File: src/rtl/adc_seq_pkg.sv
package adc_seq_pkg;
   localparam int REG_W = 8;

   typedef enum logic [1:0] {
      SEL_CH_CTRL  = 2'd0,
      SEL_AMP_CTRL = 2'd1,
      SEL_GO       = 2'd2
   } reg_sel_e;
endpackage

File: src/rtl/adc_seq_regs.sv
module adc_seq_regs
   import adc_seq_pkg::*;
#(
   parameter int NUM_CH  = 5,
   parameter int NUM_AMP = 3,
   parameter int ADDR_W  = 2
) (
   input  logic              clk,
   input  logic              rst_n,
   input  logic              wr_en,
   input  logic [ADDR_W-1:0] wr_addr,
   input  logic [REG_W-1:0]  wr_data,
   output logic [NUM_CH-1:0] ch_en,
   output logic              auto_mode,
   output logic [NUM_AMP-1:0] amp_en,
   output logic              go
);
   localparam int AUTO_BIT = NUM_CH;

   if (NUM_CH < 2 || NUM_CH > REG_W - 1) begin : g_bad_ch
      $error("adc_seq_regs: NUM_CH must leave room for the mode bit");
   end
   if (NUM_AMP < 1 || NUM_AMP > NUM_CH) begin : g_bad_amp
      $error("adc_seq_regs: NUM_AMP out of range");
   end
   if (ADDR_W < 2) begin : g_bad_addr
      $error("adc_seq_regs: ADDR_W too small for the register map");
   end

   logic hit_ch, hit_amp;
   assign hit_ch  = wr_en && (wr_addr == ADDR_W'(SEL_CH_CTRL));
   assign hit_amp = wr_en && (wr_addr == ADDR_W'(SEL_AMP_CTRL));
   assign go      = wr_en && (wr_addr == ADDR_W'(SEL_GO));

   logic unused_hi;
   assign unused_hi = ^wr_data[REG_W-1:AUTO_BIT+1];

   always_ff @(posedge clk or negedge rst_n) begin
      if (!rst_n) begin
         ch_en     <= '0;
         auto_mode <= 1'b0;
         amp_en    <= '0;
      end else begin
         if (hit_ch) begin
            ch_en     <= wr_data[NUM_CH-1:0];
            auto_mode <= wr_data[AUTO_BIT];
         end
         if (hit_amp) begin
            amp_en <= wr_data[NUM_AMP-1:0];
         end
      end
   end

   assert_amp_follows_write_R2: assert property (@(posedge clk) disable iff (!rst_n)
      hit_amp |=> (amp_en == $past(wr_data[NUM_AMP-1:0])));
   assert_amp_hold_R2: assert property (@(posedge clk) disable iff (!rst_n)
      !hit_amp |=> $stable(amp_en));
endmodule

File: src/rtl/adc_seq_sched.sv
module adc_seq_sched #(
   parameter int NUM_CH = 5,
   parameter int CH_W   = 3
) (
   input  logic              clk,
   input  logic              rst_n,
   input  logic [NUM_CH-1:0] ch_en,
   input  logic              auto_mode,
   input  logic              go,
   input  logic              conv_done,
   output logic              busy,
   output logic [CH_W-1:0]   cur_ch,
   output logic              conv_start,
   output logic              ready,
   output logic              irq
);
   if ((1 << CH_W) < NUM_CH) begin : g_bad_chw
      $error("adc_seq_sched: CH_W cannot index every channel");
   end

   logic              single_q;
   logic [NUM_CH-1:0] rem_q, rem_after;
   logic [CH_W-1:0]   first_idx, up_idx, rem_idx;
   logic              any_en, has_up, any_rem;

   // Lowest enabled channel, lowest enabled above the current one,
   // and lowest channel still owed in a single pass.
   always_comb begin
      first_idx = '0;
      up_idx    = '0;
      rem_idx   = '0;
      any_en    = 1'b0;
      has_up    = 1'b0;
      any_rem   = 1'b0;
      rem_after = rem_q;
      rem_after[cur_ch] = 1'b0;
      for (int i = NUM_CH - 1; i >= 0; i--) begin
         if (ch_en[i]) begin
            first_idx = CH_W'(i);
            any_en    = 1'b1;
            if (i > int'(cur_ch)) begin
               up_idx = CH_W'(i);
               has_up = 1'b1;
            end
         end
         if (rem_after[i]) begin
            rem_idx = CH_W'(i);
            any_rem = 1'b1;
         end
      end
   end

   always_ff @(posedge clk or negedge rst_n) begin
      if (!rst_n) begin
         busy       <= 1'b0;
         single_q   <= 1'b0;
         rem_q      <= '0;
         cur_ch     <= '0;
         conv_start <= 1'b0;
         ready      <= 1'b1;
         irq        <= 1'b0;
      end else begin
         conv_start <= 1'b0;
         irq        <= 1'b0;
         if (!busy) begin
            if (auto_mode) begin
               if (any_en) begin
                  busy       <= 1'b1;
                  single_q   <= 1'b0;
                  cur_ch     <= first_idx;
                  conv_start <= 1'b1;
               end
            end else if (go && any_en) begin
               busy       <= 1'b1;
               single_q   <= 1'b1;
               rem_q      <= ch_en;
               cur_ch     <= first_idx;
               ready      <= 1'b0;
               conv_start <= 1'b1;
            end
         end else if (conv_done) begin
            if (single_q) begin
               rem_q <= rem_after;
               if (any_rem) begin
                  cur_ch     <= rem_idx;
                  conv_start <= 1'b1;
               end else begin
                  busy  <= 1'b0;
                  ready <= 1'b1;
                  irq   <= 1'b1;
               end
            end else if (auto_mode && any_en) begin
               cur_ch     <= has_up ? up_idx : first_idx;
               conv_start <= 1'b1;
            end else begin
               busy <= 1'b0;
            end
         end
      end
   end

   assert_start_only_in_scan_R3: assert property (@(posedge clk) disable iff (!rst_n)
      conv_start |-> busy);
   assert_ch_held_during_conv_R10: assert property (@(posedge clk) disable iff (!rst_n)
      (busy && $past(busy) && !conv_start) |-> $stable(cur_ch));
   assert_irq_on_ready_rise_R4: assert property (@(posedge clk) disable iff (!rst_n)
      irq |-> (ready && !$past(ready)));
   assert_ready_low_single_only_R8: assert property (@(posedge clk) disable iff (!rst_n)
      !ready |-> (busy && single_q));
   assert_ready_fall_needs_go_R8: assert property (@(posedge clk) disable iff (!rst_n)
      $fell(ready) |-> $past(go && !auto_mode));
   assert_idle_stays_quiet_R9: assert property (@(posedge clk) disable iff (!rst_n)
      (!busy && !auto_mode && !go) |=> !conv_start);
endmodule

File: src/rtl/adc_seq_results.sv
module adc_seq_results #(
   parameter int NUM_CH = 5,
   parameter int DATA_W = 10,
   parameter int CH_W   = 3
) (
   input  logic                     clk,
   input  logic                     rst_n,
   input  logic                     capture,
   input  logic [CH_W-1:0]          cur_ch,
   input  logic [DATA_W-1:0]        conv_data,
   output logic [NUM_CH*DATA_W-1:0] result_flat
);
   if (DATA_W < 1 || DATA_W > 32) begin : g_bad_dw
      $error("adc_seq_results: DATA_W out of range");
   end

   for (genvar g = 0; g < NUM_CH; g++) begin : g_slot
      logic load;
      assign load = capture && (cur_ch == CH_W'(g));
      always_ff @(posedge clk or negedge rst_n) begin
         if (!rst_n) begin
            result_flat[g*DATA_W +: DATA_W] <= '0;
         end else if (load) begin
            result_flat[g*DATA_W +: DATA_W] <= conv_data;
         end
      end
   end

   assert_results_hold_R10: assert property (@(posedge clk) disable iff (!rst_n)
      !capture |=> $stable(result_flat));
endmodule

File: src/rtl/adc_seq_top.sv
module adc_seq_top
   import adc_seq_pkg::*;
#(
   parameter int NUM_CH  = 5,
   parameter int NUM_AMP = 3,
   parameter int DATA_W  = 10,
   parameter int ADDR_W  = 2,
   localparam int CH_W   = (NUM_CH > 1) ? $clog2(NUM_CH) : 1
) (
   input  logic                     clk,
   input  logic                     rst_n,
   input  logic                     wr_en_i,
   input  logic [ADDR_W-1:0]        wr_addr_i,
   input  logic [REG_W-1:0]         wr_data_i,
   output logic [REG_W-1:0]         status_o,
   output logic                     irq_o,
   output logic [NUM_AMP-1:0]       amp_en_o,
   output logic                     conv_start_o,
   output logic [CH_W-1:0]          conv_ch_o,
   input  logic                     conv_done_i,
   input  logic [DATA_W-1:0]        conv_data_i,
   output logic [NUM_CH*DATA_W-1:0] result_o
);
   logic [NUM_CH-1:0] ch_en;
   logic              auto_mode, go, busy, ready;

   adc_seq_regs #(.NUM_CH(NUM_CH), .NUM_AMP(NUM_AMP), .ADDR_W(ADDR_W)) u_regs (
      .clk(clk), .rst_n(rst_n), .wr_en(wr_en_i), .wr_addr(wr_addr_i),
      .wr_data(wr_data_i), .ch_en(ch_en), .auto_mode(auto_mode),
      .amp_en(amp_en_o), .go(go)
   );

   adc_seq_sched #(.NUM_CH(NUM_CH), .CH_W(CH_W)) u_sched (
      .clk(clk), .rst_n(rst_n), .ch_en(ch_en), .auto_mode(auto_mode),
      .go(go), .conv_done(conv_done_i), .busy(busy), .cur_ch(conv_ch_o),
      .conv_start(conv_start_o), .ready(ready), .irq(irq_o)
   );

   adc_seq_results #(.NUM_CH(NUM_CH), .DATA_W(DATA_W), .CH_W(CH_W)) u_results (
      .clk(clk), .rst_n(rst_n), .capture(busy && conv_done_i),
      .cur_ch(conv_ch_o), .conv_data(conv_data_i), .result_flat(result_o)
   );

   assign status_o = {{(REG_W-1){1'b0}}, ready};
endmodule

File: config.mk
export PLATFORM = sky130hd
export DESIGN_NAME = adc_seq_top
export DESIGN_NICKNAME = d
export VERILOG_FILES = /design/src/rtl/adc_seq_pkg.sv /design/src/rtl/adc_seq_regs.sv /design/src/rtl/adc_seq_sched.sv /design/src/rtl/adc_seq_results.sv /design/src/rtl/adc_seq_top.sv
export SDC_FILE = /design/constraint.sdc
export NUM_CORES = 1
export LEC_CHECK = 0
export CORE_ASPECT_RATIO = 1.75
export CORE_MARGIN = 4
export CORE_UTILIZATION = 40
export CTS_CLUSTER_SIZE = 16
export DETAILED_ROUTE_END_ITERATION = 10
export PLACE_DENSITY = 0.7
export SYNTH_ARGS = -nofsm -noshare
export SYNTH_HDL_FRONTEND = slang
export SYNTH_HIERARCHICAL = 1
export SYNTH_SLANG_ARGS = --single-unit
File: constraint.sdc
create_clock -name clk -period 2.9 [get_ports clk]
set_input_delay 0.29 -clock clk [delete_from_list [all_inputs] [get_ports clk]]
set_output_delay 0.29 -clock clk [all_outputs]
set_load 0.05 [all_outputs]
==> impl_metrics.py <==
metrics = {
    "hold_path": {
        "class_of_the_worst_hold_path": "primary input to asynchronous set/reset pin",
    },
    "critical_path": {
        "crit_path_cell_trace": "buf_4 > clkdlybuf4s50_1",
        "critical-path-max-stage-delay_ps": 860,
        "worst_r2r_startpoint": "u_sched/cur_ch[0]$_DFFE_PN0P_",
        "startpoint_type": "register",
        "crit_path_capture_type": "output pin",
        "crit_path_top_delay_cell": "clkdlybuf4s50_1",
        "worst-setup-path-type": "register to output pin",
        "crit_start": "u_sched/cur_ch[1]$_DFFE_PN0P_",
        "path_depth_of_the_worst_reg2reg_path": 4,
        "regToRegSetupSlack_ps": 640,
        "worst-endpoint-arrival_ps": 1990,
        "path_max_fanout": 18,
        "regToRegEndpoint": "u_sched/cur_ch[1]$_DFFE_PN0P_",
        "critical_path_required_ps": 2610,
        "critPathCapture": "conv_ch_o[1]",
    },
    "sta": {
        "setup_repair_after_global_routing_missed_its_margin": "false",
        "finalHoldViolations": 0,
        "skew_ps": 6.605,
        "timing_max_transition_violations_final": 0,
        "min_cycle_time_layout_ps": 2278,
        "clock.fmax_mhz": 439.0,
        "layout_worst_path_cycle_share_pct": 78.55,
        "worstMarginPinSlew_ps": 908.1,
        "relSlewSlack_pct": 39.46,
        "timing.setup.tns_ps": 0,
        "finalSetupViolCount": 0,
    },
    "floorplanning": {
        "placement_rows": 44,
        "die-area_um2": 10140,
        "fp.dieW_um": 77.84,
        "io_pins": 90,
        "core_area_um2": 8313,
        "chipHeight_um": 130.2,
        "initial_standard_cell_utilization_of_the_core_pct": 41.07,
    },
    "power": {
        "pwr_density_nw_per_um2": 1359,
        "worst_ir_drop_vdd_uv": 523.8,
        "total_leakage_power_nw": 1.925,
    },
    "layout": {
        "final_cell_area_um2": 4602,
        "final_util_pct": 55.36,
        "synthToLayoutAreaGrowth_pct": 34.77,
        "finalNetCount": 366,
        "nFillCells": 733,
        "antenna_cells_inserted": 0,
        "drive_above_1_share_pct": 29.11,
        "final_cell_count_no_fill": 462,
    },
    "placed_design": {
        "place.port_buffers": 80,
        "dp.final_hpwl_um": 5480,
        "numPlacedInstances": 446,
        "dpl-instance-area_um2": 4298,
        "finalWeightedCongestion": 0.8528,
    },
    "yosys": {
        "yosys_warnings": 6,
        "synth.top_cells.by_area": "dfrtp_1, mux2_2, buf_4",
        "yosys-top-cells-count": "dfrtp_1, mux2_2, nand2_1, buf_4, o21ai_0",
        "syn-mean-instance-area_um2": 13.29,
        "most_frequent_cell_after_synthesis": "dfrtp_1",
        "netlist-cell-type-count": 55,
        "async_reset_ff_share_pct": 100.0,
        "yosys_register_bits": 72,
        "postSynth.topFlopCell": "dfrtp_1",
        "synth_area_leader_cell": "dfrtp_1",
        "syn-cell-area_um2": 3415,
        "synth_edf_count": 0,
        "post_synth_inst_count": 257,
        "yosysTopAreaCellShare_pct": 52.03,
        "synth_seq_area_share_pct": 52.80,
    },
    "drt": {
        "num_vias": 2341,
        "drc": 0,
        "detailedRoute.firstPassIterationCount": 4,
        "routed_wl_um": 7348,
        "via_per_inst": 5.067,
        "drtIter0Drc": 78,
        "post_drt_wl_per_cell_um": 15.90,
        "post_detailed_route_count_of_antenna_violating_nets": 0,
    },
    "clocking": {
        "worstSkewPairLatency_ps": 330,
        "cts_hold_buf": 0,
        "postCtsSetupRepairBufs": 0,
        "cts_max_path_buffers": 2,
        "cts_sinks": 72,
        "cts_inserted_buffers": 9,
        "clk_transition_reported_paths_ps": 60,
        "clk_root_buffer_cell": "clkbuf_16",
        "cts_resized": 0,
        "ctsHtreeMaxLevel": 3,
        "tritoncts": "done",
    },
    "grt": {
        "grtUsageTotal_pct": 15.40,
        "grt_start_max_net_pins": 43,
        "antenna_violations_before_repair": 0,
        "first_global_vias": 2431,
        "globalRoute.totalOverflow": 0,
        "grt_first_pass_wirelength_um": 12040,
    },
    "run_status": {
        "run_status": "finished, final reports clean",
    },
    "flow_run": {
        "drv_cap": 0,
    },
}
## report_power, final
group	internal (mW)	switching, mW
registers	1.45	0.367
logic	1.28	2.06
clock network	0.674	0.418
## through the flow
| stage | hold slack [ps] | setup WS, ps | power [mW] |
|---|---|---|---|
| final | 97.15 | 622.0 | 6.256 |
| after global routing | 168.1 | 493.3 | 6.567 |
| after CTS | 115.0 | 604.4 | 6.323 |
| after detailed placement | 462.5 | 575.1 | 5.202 |
| after global placement | 457.1 | 636.1 | 5.134 |
| after floorplan | -5.591 | 509.9 | 4.138 |
## sequential cells by signal (all words and copies together), names as in the netlist
register               cells
u_sched/busy               1
u_sched/ready              1
u_regs/amp_en              3
u_sched/rem_q              5
u_sched/irq                1
u_regs/auto_mode           1
u_results/result_flat     50
u_sched/cur_ch             3
u_sched/conv_start         1
u_regs/ch_en               5
u_sched/single_q           1
## cells by family (layout without fill, tap and decap cells)
group,count (synthesis),in the layout,synth area share [%]
simple gates,43,43,9.271
flops,72,72,52.80
compound gates,46,46,10.88
buf+inv,30,114,5.276
mux,65,65,21.66
other cells,1,7,0.1098
## area by class of cell
| class | instances | area [µm²] | area share (%) |
|---|---|---|---|
| clock inverters | 7 | 78.83 | 1.713 |
| clock buffers | 9 | 225.2 | 4.894 |
| flip-flops and latches | 72 | 1803 | 39.18 |
| well taps | 115 | 143.9 | 3.127 |
| repair buffers | 89 | 863.3 | 18.76 |
| multi-input cells | 161 | 1454 | 31.59 |
| inverters | 9 | 33.78 | 0.7341 |
## layout by cell type (no fill, tap or decap), types with 3 or more instances in the layout
| cell type | netlist | layout |
|---|---|---|
| clkinv_4 | 0 | 3 |
| o21ai_0 | 9 | 9 |
| o31ai_1 | 3 | 3 |
| mux2_2 | 59 | 59 |
| clkdlybuf4s50_1 | 0 | 79 |
| clkbuf_16 | 0 | 9 |
| nand2_1 | 11 | 11 |
| nor3_1 | 4 | 4 |
| a22o_1 | 4 | 4 |
| buf_4 | 10 | 9 |
| a21oi_1 | 8 | 8 |
| mux2_4 | 3 | 3 |
| dfrtp_1 | 71 | 71 |
| inv_1 | 8 | 8 |
| mux2i_1 | 3 | 3 |
| nor2_1 | 5 | 5 |
| conb_1 | 1 | 7 |
| nand3b_1 | 3 | 3 |
| a21o_1 | 3 | 3 |
## worst max-delay path: cells and delay by family (launching register included)
| family | cells | cell delay (ps) |
|---|---|---|
| DFF | 1 | 520 |
| buffers and inverters | 2 | 1140 |
## metal layers
metal | vias up | global-route usage (%) | share of wire (%)
li1 | 1091 | - | -
met1 | 1151 | 16.85 | 38
met2 | 86 | 27.58 | 54
met3 | 13 | 4.075 | 5.7
met4 | 0 | 7.128 | 2.6
met5 | - | 0 | 0
## how the worst min path moves through the flow
stage | to | slack [ps] | depth (start not counted)
6_report | u_results/result_flat[4]$_DFFE_PN0P_ | 100 | 1
5_1_grt | u_results/result_flat[4]$_DFFE_PN0P_ | 170 | 1
4_1_cts | u_results/result_flat[4]$_DFFE_PN0P_ | 120 | 1
3_5_place_dp | u_sched/ready$_DFFE_PN1P_ | 460 | 2
3_3_place_gp | u_results/result_flat[4]$_DFFE_PN0P_ | 460 | 1
2_1_floorplan | u_regs/amp_en[0]$_DFFE_PN0P_ | -6 | 0
Note: power is estimated with default switching activity, not from simulation.
